<file path="config.mk">
export PLATFORM = sky130hd
export DESIGN_NAME = jitter_trng_health
export DESIGN_NICKNAME = d
export VERILOG_FILES = /design/src/rtl/jt_pkg.sv /design/src/rtl/jt_entropy_mix.sv /design/src/rtl/jt_byte_collector.sv /design/src/rtl/jt_health_window.sv /design/src/rtl/jitter_trng_health.sv
export SDC_FILE = /design/constraint.sdc
export NUM_CORES = 1
export LEC_CHECK = 0
export ABC_AREA = 1
export BUFFER_PORTS_ARGS = -buffer_cell sky130_fd_sc_hd__buf_4
export CAP_MARGIN = 20
export CORE_AREA = 3 3 61 63
export CTS_CLUSTER_DIAMETER = 200
export DETAILED_ROUTE_END_ITERATION = 7
export DIE_AREA = 0 0 64 66
export HOLD_SLACK_MARGIN = 0.1
export PLACE_DENSITY = 0.82
export SLEW_MARGIN = 20
export SYNTH_ARGS = -nofsm -noshare
export SYNTH_HDL_FRONTEND = slang
export SYNTH_SLANG_ARGS = --single-unit
</file>
<file path="constraint.sdc">
create_clock -name clk -period 3.4 [get_ports clk]
set_clock_uncertainty 0.1 [all_clocks]
set_input_delay 1.02 -clock clk [delete_from_list [all_inputs] [get_ports clk]]
set_output_delay 1.02 -clock clk [all_outputs]
set_load 0.02 [all_outputs]
</file>
<file path="src/rtl/jt_pkg.sv">
// Package: shared constants for the jitter generator and its window monitor.
// Assumes nothing beyond the defaults being used consistently by all modules.
package jt_pkg;
    localparam int STAT_W     = 8;
    localparam int ST_BELOW   = 0;
    localparam int ST_ABOVE   = 1;
    localparam int ST_INSIDE  = 2;

    typedef enum logic [1:0] {
        WIN_BELOW  = 2'd0,
        WIN_ABOVE  = 2'd1,
        WIN_INSIDE = 2'd2
    } win_verdict_e;
endpackage

</file>
<file path="src/rtl/jt_entropy_mix.sv">
// Module: masks and XOR-combines the oscillator lines, then brings the result
// into the system clock domain through a flop chain. It also reports whether
// enough oscillators take part. Assumes osc_in is fully asynchronous to clk.
module jt_entropy_mix #(
    parameter int NUM_OSC     = 5,
    parameter int SYNC_STAGES = 2,
    parameter int MIN_ACTIVE  = 2
) (
    input  logic               clk,
    input  logic               rst_n,
    input  logic [NUM_OSC-1:0] osc_in,
    input  logic [NUM_OSC-1:0] osc_en,
    output logic               sample_bit,
    output logic               enough_en
);
    localparam int POP_W = $clog2(NUM_OSC + 1);

    logic [NUM_OSC-1:0]     masked;
    logic                   mix_raw;
    logic [SYNC_STAGES-1:0] sync_q;
    logic [POP_W-1:0]       pop;

    // combine the participating oscillator lines
    always_comb begin
        masked  = osc_in & osc_en;
        mix_raw = ^masked;
    end

    // count the enabled oscillators
    always_comb begin
        pop = '0;
        for (int i = 0; i < NUM_OSC; i++) begin
            pop = pop + POP_W'(osc_en[i]);
        end
        enough_en = (int'(pop) >= MIN_ACTIVE);
    end

    // synchronizer chain, first stage takes the raw mix
    genvar s;
    generate
        for (s = 0; s < SYNC_STAGES; s++) begin : g_sync
            if (s == 0) begin : g_first
                // capture the asynchronous mix
                always_ff @(posedge clk) begin
                    if (!rst_n) sync_q[0] <= 1'b0;
                    else        sync_q[0] <= mix_raw;
                end
            end else begin : g_next
                // move the sample one stage along
                always_ff @(posedge clk) begin
                    if (!rst_n) sync_q[s] <= 1'b0;
                    else        sync_q[s] <= sync_q[s-1];
                end
            end
        end
    endgenerate

    assign sample_bit = sync_q[SYNC_STAGES-1];
endmodule

</file>
<file path="src/rtl/jt_byte_collector.sv">
// Module: shifts one synchronized bit per enabled cycle into a register and
// publishes a full byte with a ready flag after BYTE_W new bits. Assumes
// 'advance' is already qualified by the enables. The bit count restarts when
// advance drops.
module jt_byte_collector #(
    parameter int BYTE_W = 8
) (
    input  logic              clk,
    input  logic              rst_n,
    input  logic              advance,
    input  logic              bit_in,
    input  logic              rd_strobe,
    output logic [BYTE_W-1:0] byte_q,
    output logic              ready_q,
    output logic              fire
);
    localparam int CNT_W = $clog2(BYTE_W);
    localparam logic [CNT_W-1:0] LAST = CNT_W'(BYTE_W - 1);

    logic [BYTE_W-1:0] shreg;
    logic [BYTE_W-1:0] shreg_nx;
    logic [CNT_W-1:0]  bit_cnt;

    // next shift value and completion of the byte
    always_comb begin
        shreg_nx = {shreg[BYTE_W-2:0], bit_in};
        fire     = advance && (bit_cnt == LAST);
    end

    // shift register and bit count
    always_ff @(posedge clk) begin
        if (!rst_n) begin
            shreg   <= '0;
            bit_cnt <= '0;
        end else if (advance) begin
            shreg   <= shreg_nx;
            bit_cnt <= fire ? '0 : bit_cnt + 1'b1;
        end else begin
            bit_cnt <= '0;
        end
    end

    // published byte, updated only when a byte completes
    always_ff @(posedge clk) begin
        if (!rst_n)    byte_q <= '0;
        else if (fire) byte_q <= shreg_nx;
    end

    // ready flag: completion sets it and wins over a read
    always_ff @(posedge clk) begin
        if (!rst_n)         ready_q <= 1'b0;
        else if (fire)      ready_q <= 1'b1;
        else if (rd_strobe) ready_q <= 1'b0;
    end
endmodule

</file>
<file path="src/rtl/jt_health_window.sv">
// Module: compares the upper byte of each valid measurement with a low and a
// high bound and stores a one-hot verdict. Assumes lo <= hi for a meaningful
// window. With lo > hi a count is reported below or above, never inside.
module jt_health_window #(
    parameter int BOUND_W = 8
) (
    input  logic                     clk,
    input  logic                     rst_n,
    input  logic                     mon_en,
    input  logic                     cnt_valid,
    input  logic [BOUND_W-1:0]       cnt_top,
    input  logic [BOUND_W-1:0]       bound_lo,
    input  logic [BOUND_W-1:0]       bound_hi,
    output logic [jt_pkg::STAT_W-1:0] status
);
    import jt_pkg::*;

    win_verdict_e           verdict;
    logic [STAT_W-1:0]      status_nx;

    // classify the measurement against the window
    always_comb begin
        if (cnt_top < bound_lo)      verdict = WIN_BELOW;
        else if (cnt_top > bound_hi) verdict = WIN_ABOVE;
        else                         verdict = WIN_INSIDE;
    end

    // encode the verdict as a status byte
    always_comb begin
        status_nx = '0;
        unique case (verdict)
            WIN_BELOW:  status_nx[ST_BELOW]  = 1'b1;
            WIN_ABOVE:  status_nx[ST_ABOVE]  = 1'b1;
            default:    status_nx[ST_INSIDE] = 1'b1;
        endcase
    end

    // status register, written only by an enabled valid measurement
    always_ff @(posedge clk) begin
        if (!rst_n)                  status <= '0;
        else if (mon_en && cnt_valid) status <= status_nx;
    end
endmodule

</file>
<file path="src/rtl/jitter_trng_health.sv">
// Module: top of the jitter random byte generator with frequency window
// monitor. Assumes the measurement count arrives already latched, with a
// one-cycle valid strobe, and that oscillator lines are asynchronous.
module jitter_trng_health #(
    parameter int NUM_OSC     = 5,
    parameter int SYNC_STAGES = 2,
    parameter int BYTE_W      = 8,
    parameter int COUNT_W     = 16,
    parameter int BOUND_W     = 8
) (
    input  logic               clk,
    input  logic               rst_n,
    input  logic [NUM_OSC-1:0] osc_in,
    input  logic [NUM_OSC-1:0] osc_en,
    input  logic               gen_en,
    input  logic               mon_en,
    input  logic               cnt_valid,
    input  logic [COUNT_W-1:0] cnt_value,
    input  logic [BOUND_W-1:0] bound_lo,
    input  logic [BOUND_W-1:0] bound_hi,
    input  logic               rd_strobe,
    output logic [BYTE_W-1:0]  rnd_byte,
    output logic               rnd_ready,
    output logic [jt_pkg::STAT_W-1:0] health_status
);
    import jt_pkg::*;

    localparam int LOW_W = COUNT_W - BOUND_W;

    logic               sample_bit;
    logic               enough_en;
    logic               gen_go;
    logic               ready_raw;
    logic               fire;
    logic               unhealthy;
    logic [BOUND_W-1:0] cnt_top;
    logic               cnt_low_unused;

    // split the count: the upper part is judged, the lower part is dropped
    assign cnt_top        = cnt_value[COUNT_W-1 -: BOUND_W];
    assign cnt_low_unused = ^cnt_value[LOW_W-1:0];

    jt_entropy_mix #(
        .NUM_OSC    (NUM_OSC),
        .SYNC_STAGES(SYNC_STAGES),
        .MIN_ACTIVE (2)
    ) u_mix (
        .clk       (clk),
        .rst_n     (rst_n),
        .osc_in    (osc_in),
        .osc_en    (osc_en),
        .sample_bit(sample_bit),
        .enough_en (enough_en)
    );

    // the generator runs only when enabled with enough sources
    assign gen_go = gen_en && enough_en;

    jt_byte_collector #(
        .BYTE_W(BYTE_W)
    ) u_collect (
        .clk      (clk),
        .rst_n    (rst_n),
        .advance  (gen_go),
        .bit_in   (sample_bit),
        .rd_strobe(rd_strobe),
        .byte_q   (rnd_byte),
        .ready_q  (ready_raw),
        .fire     (fire)
    );

    jt_health_window #(
        .BOUND_W(BOUND_W)
    ) u_health (
        .clk      (clk),
        .rst_n    (rst_n),
        .mon_en   (mon_en),
        .cnt_valid(cnt_valid),
        .cnt_top  (cnt_top),
        .bound_lo (bound_lo),
        .bound_hi (bound_hi),
        .status   (health_status)
    );

    // hide the ready flag while the monitor reports an out-of-window count
    assign unhealthy = health_status[ST_BELOW] | health_status[ST_ABOVE];
    assign rnd_ready = ready_raw && !(mon_en && unhealthy);
endmodule

</file>
Word level (Yosys, flattened, before mapping)
Index checks and enable logic that the tools add are counted.
{"block": "totals", "reg_bits": 24, "out_inout_bits": 17, "wordCells": 39, "in_bits": 48}
{"block": "classes", "n_bitwise": 4, "n_reduce_logical": 11, "add_sub_neg": 5, "n_lt_le_gt_ge": 3, "eq_ne": 2, "mux": 7}
{"operator": "3-bit by 1-bit adder with 3-bit output", "count": 3}
{"operator": "8-bit > comparator", "count": 1}
{"operator": "8-bit less-than comparator", "count": 1}
{"operator": "5-bit AND", "count": 1}
{"operator": "1-bit logical AND", "count": 5}
{"operator": "1-bit two-way mux", "count": 5}
{"operator": "5-bit XOR reduction", "count": 1}
{"operator": "2-bit two-way mux", "count": 2}
{"operator": "3-bit by 1-bit adder with 3-bit output, second input constant", "count": 1}
{"operator": "3-bit == test, second input constant", "count": 1}
{"operator": "3-bit by 2-bit >= comparator with 1-bit output, second input constant", "count": 1}
{"operator": "3-bit OR reduction", "count": 1}
{"operator": "1-bit by 1-bit adder with 2-bit output", "count": 1}
{"operator": "2-bit by 1-bit == test with 1-bit output, second input constant", "count": 1}
{"operator": "2-bit zero test", "count": 1}
{"operator": "1-bit inverter", "count": 2}
{"operator": "2-bit nonzero test", "count": 1}
{"operator": "2-bit OR reduction", "count": 1}
{"operator": "1-bit zero test", "count": 1}
{"operator": "1-bit bitwise OR", "count": 1}

Depth between registers and ports, before layout
{"block": "depth", "word_depth": 8, "depth_mapped": 12}

Cells and area by module
From an unflattened synthesis, not the netlist that was laid out.
{"block": "unflattened", "cells_unflattened": 225, "hier_area_um2": 1508.9}
{"mod": "jt_byte_collector", "seq_area_each_um2": 380.4, "cells_each": 98, "area_per_inst_um2": 720.7, "instances": 1}
{"mod": "jt_health_window", "seq_area_each_um2": 60.1, "cells_each": 91, "area_per_inst_um2": 576.8, "instances": 1}
{"mod": "jt_entropy_mix", "seq_area_each_um2": 40.0, "cells_each": 29, "area_per_inst_um2": 185.2, "instances": 1}
{"mod": "jitter_trng_health", "seq_area_each_um2": 0.0, "cells_each": 7, "area_per_inst_um2": 26.3, "instances": 1}

Worst setup path before layout
No wires, ideal clock.
{"block": "synth_timing", "path_type": "input port to flip-flop", "startpoint": "in osc_en[0]", "endpoint": "reg u_collect.shreg[0]", "cell_stages": 12, "path_slack_ns": 0.368, "arrival_ns": 2.817, "n_path_buf": 1, "t_required_ns": 3.184, "cell_sequence": "ha_1 > inv_1 > fa_1 > inv_1 > nand2_1 > fa_1 > nand2_1 > nand2_2 > inv_4 > buf_6 > nor2_1 > nor2_1"}
{"block": "synth_via", "elab_chain_cells": 6}
{"element": "start, declared", "line": "jitter_trng_health.sv:14", "source": "input logic [NUM_OSC-1:0] osc_en,"}
{"element": "1-bit by 1-bit adder with 2-bit output", "line": "jt_entropy_mix.sv:33", "source": "pop = pop + POP_W'(osc_en[i]);"}
{"element": "3-bit by 1-bit adder with 3-bit output (3 in a row)", "line": "jt_entropy_mix.sv:33"}
{"element": "3-bit by 2-bit >= comparator with 1-bit output", "line": "jt_entropy_mix.sv:35", "source": "enough_en = (int'(pop) >= MIN_ACTIVE);"}
{"element": "1-bit logical AND", "line": "jitter_trng_health.sv:57", "source": "assign gen_go = gen_en && enough_en;"}
{"element": "end signal, assigned", "line": "jt_byte_collector.sv:36", "source": "shreg <= shreg_nx;"}
{"element": "end, declared", "line": "jt_byte_collector.sv:20", "source": "logic [BYTE_W-1:0] shreg;"}
No other way between the ends.
A chain may end at the register's enable or synchronous reset.

Worst setup path after layout
{"block": "layout_timing", "startpoint": "in osc_en[0]", "endpoint": "reg u_collect.bit_cnt[0]"}
{"block": "layout_via", "elab_chain_cells": 8, "word_cells_on_any_way": 9, "classes_between": "add/sub: 4; order compare: 1; bitwise: 1; reduce/logical: 3"}
{"element": "1-bit by 1-bit adder with 2-bit output *", "line": "jt_entropy_mix.sv:33"}
{"element": "3-bit by 1-bit adder with 3-bit output * (3 in a row)", "line": "jt_entropy_mix.sv:33"}
{"element": "3-bit by 2-bit >= comparator with 1-bit output *", "line": "jt_entropy_mix.sv:35"}
{"element": "1-bit logical AND *", "line": "jitter_trng_health.sv:57"}
{"element": "1-bit logical AND or 1-bit inverter (tied branches)"}
{"element": "3-bit OR reduction (no line) *"}
{"element": "end signal, assigned", "line": "jt_byte_collector.sv:37", "source": "bit_cnt <= fire ? '0 : bit_cnt + 1'b1;"}
{"element": "end, declared", "line": "jt_byte_collector.sv:22", "source": "logic [CNT_W-1:0] bit_cnt;"}
Mark *: on every way between the ends. The rest lies on a longest branch, timed or not.

==> flow_metrics.py <==
metrics = {
    "outcome": {
        "status": "completed",
    },
    "power_and_ir_drop": {
        "leakage_uw": 0.00105,
        "irDropWorstVdd_mv": 0.149,
        "p_total_uw": 691,
        "powerDensity_nw_per_um2": 349,
    },
    "synthesis": {
        "synth.top_cells.by_area": "dfxtp_1, ha_1, nand2_1",
        "ys_seq_area_share_pct": 31.7,
        "yosys_warnings": 0,
        "yosys.area.top_type_share_pct": 31.7,
        "syn_area_sq_um": 1510,
        "avgSynthCellArea_sq_um": 7.57,
        "yosysTopAreaCell": "dfxtp_1",
        "synth_seq_cells": 24,
        "yosysUniqueCellTypes": 27,
        "netlist_instances": 200,
    },
    "die": {
        "die_h_um": 66,
        "pin_count": 65,
        "start_util_pct": 46.1,
        "die_x_um": 64,
        "die_area_sq_um": 4220,
        "row_count": 21,
        "fp.coreArea_sq_um": 3280,
    },
    "critical_path": {
        "cpPeakStageDelay_ns": 0.42,
        "endpoint_kind": "flip-flop",
        "worst_path_max_delay_cell": "fa_1",
        "r2r_slack_ns": 1.88,
        "critPathKind": "in -> reg",
        "start_kind": "input port",
        "arrival_ns": 3.03,
        "cp_max_fo": 12,
        "required_ns": 3.51,
        "crit_cells": 13,
        "cp_cell_sequence": "buf_4 > ha_1 > inv_1 > fa_1 > inv_1 > nand2_1 > fa_1 > nand2_1 > nand2_2 > inv_4 > nand2_4 > nand3_1 > nor2_1",
        "critical_path.top_delay_family": "adder cells",
        "worstRegToRegCells": 5,
        "path_buf_inv": 4,
    },
    "cells_and_area": {
        "diodes": 0,
        "syn2layout_area_growth_pct": 30.9,
        "nFillCells": 301,
        "drive_gt1_share_pct": 30.3,
        "nNetsFinal": 323,
        "final_cell_mix": "buf_4, nand2_1, inv_1",
        "multiInputGateArea_sq_um": 841,
        "final_common_cell": "buf_4",
        "ff_latch_area_sq_um": 480,
        "fin_util_pct": 60.3,
    },
    "min_path": {
        "hold_class": "reg -> reg",
        "hold_depth": 2,
    },
    "routing": {
        "detail_route.wl_per_cell_um": 9.67,
        "wl_um": 2900,
        "postRouteAntennaNets": 0,
        "vias": 1347,
        "vias_per_cell": 4.49,
        "drc": 0,
        "drt_iter0_drc": 23,
        "first_pass_iters": 4,
    },
    "sta": {
        "holdWs_ns": 0.326,
        "rsz0062_at_grt": "no",
        "period_minus_slack_ns": 2.92,
        "tns_ns": 0,
        "hold_viol_final": 0,
        "fmax_mhz": 342,
        "maxSlewViolCount": 0,
        "finalSetupViolCount": 0,
        "period_share_pct": 85.9,
    },
    "global_route": {
        "antenna_found_initial": 0,
        "grt_first_pass_wirelength_um": 5180,
        "grt_pass1_vias": 1331,
        "grt_usage_pct": 14.8,
        "grt_max_degree": 15,
        "overflow": 0,
    },
    "place": {
        "dp_hpwl_um": 2430,
        "place_congestion": 0.737,
        "port_buffers": 51,
    },
    "cts": {
        "cts_root_buffer": "clkbuf_4",
        "cts_buffers": 3,
        "cts_hold_buf": 0,
        "postCtsSetupRepairBufs": 0,
        "clock-sinks": 24,
        "cts-resized-gates": 0,
        "cts_tree": "done",
        "clk_latency_ns": 0.31,
        "clockBufferDepth": 2,
        "htree_levels": 1,
        "path_clk_slew_ns": 0.12,
    },
    "flow_run": {
        "drv_cap": 0,
    },
}
cell usage after synthesis:
cell type and count:
nor3_2 1, ha_1 18, inv_2 4, nand2_1 45
a21oi_2 1, buf_2 2, nand3_1 5, a21o_1 1
a211oi_2 2, conb_1 1, fa_1 2, nand2_4 1
inv_1 31, o21ai_0 7, xor2_1 1, xnor2_2 1
nand3_2 5, a21oi_1 17, nor3b_2 1, nand2_2 1
xnor2_1 1, dfxtp_1 24, buf_4 5, and2_1 1
buf_6 2, inv_4 1, nor2_1 19
per-layer routing:
metal / GRT usage (%) / vias to the layer above / part of all wire, %
li1: - / 726 / -
met1: 16.4 / 582 / 44
met2: 29.5 / 39 / 51
met3: 1.53 / 0 / 4.8
met4: 4.04 / 0 / 0
met5: 0 / - / 0
cell families (layout without fill, tap and decap cells):
kind of cell,count (synthesis),after routing,share of synthesized area (%)
other cells,1,5,0.248
xor+xnor,3,3,2.23
flops,24,24,31.7
buf+inv,45,95,13.7
simple gates,79,79,23.9
fa+ha+maj,20,20,17.5
compound gates,28,28,10.7
per-stage QoR:
step                cell area [sq um]  setup WS [ns]  instances
global route                     1980          0.304        300
global placement                 1930          0.182        296
floorplan                        1530          0.368        204
finish                           1980          0.480        300
detailed placement               1930          0.146        296
CTS                              1980          0.484        300
flip-flops by register name (all words and copies together) (netlist names):
| register | cells |
|---|---|
| u_mix.sync_q | 1 |
| u_mix.sample_bit | 1 |
| u_collect.ready_q | 1 |
| u_collect.bit_cnt | 3 |
| u_collect.byte_q | 8 |
| u_collect.shreg | 7 |
| u_health.status | 3 |
where the power goes:
part | total [uW] | internal (uW) | switching [uW]
clock network | 200 | 119 | 81.4
logic | 178 | 85.5 | 93.0
registers | 312 | 300 | 11.9
total | 691 | 505 | 186
worst paths after layout:
kind | start | endpoint
setup / recovery | osc_en[0] | u_collect.bit_cnt[0]
hold / removal | u_mix.sync_q[0] | u_mix.sample_bit
setup reg to reg | u_collect.bit_cnt[0] | u_collect.bit_cnt[0]
hold reg to reg | u_mix.sync_q[0] | u_mix.sample_bit
final cells by class:
class                   instances  area share [%]
multi-input cells             135            42.4
flip-flops and latches         24            24.2
repair buffers                 55            20.8
inverters                      36            6.94
well taps                      46            2.90
clock inverters                 1            1.52
clock buffers                   3            1.14
tightest hold or removal path, stage by stage (launching register included):
cell and delay (ns):
dfxtp_1 0.32, nand2_1 0.05, inv_1 0.03
Note: power is estimated with default switching activity, not from simulation.
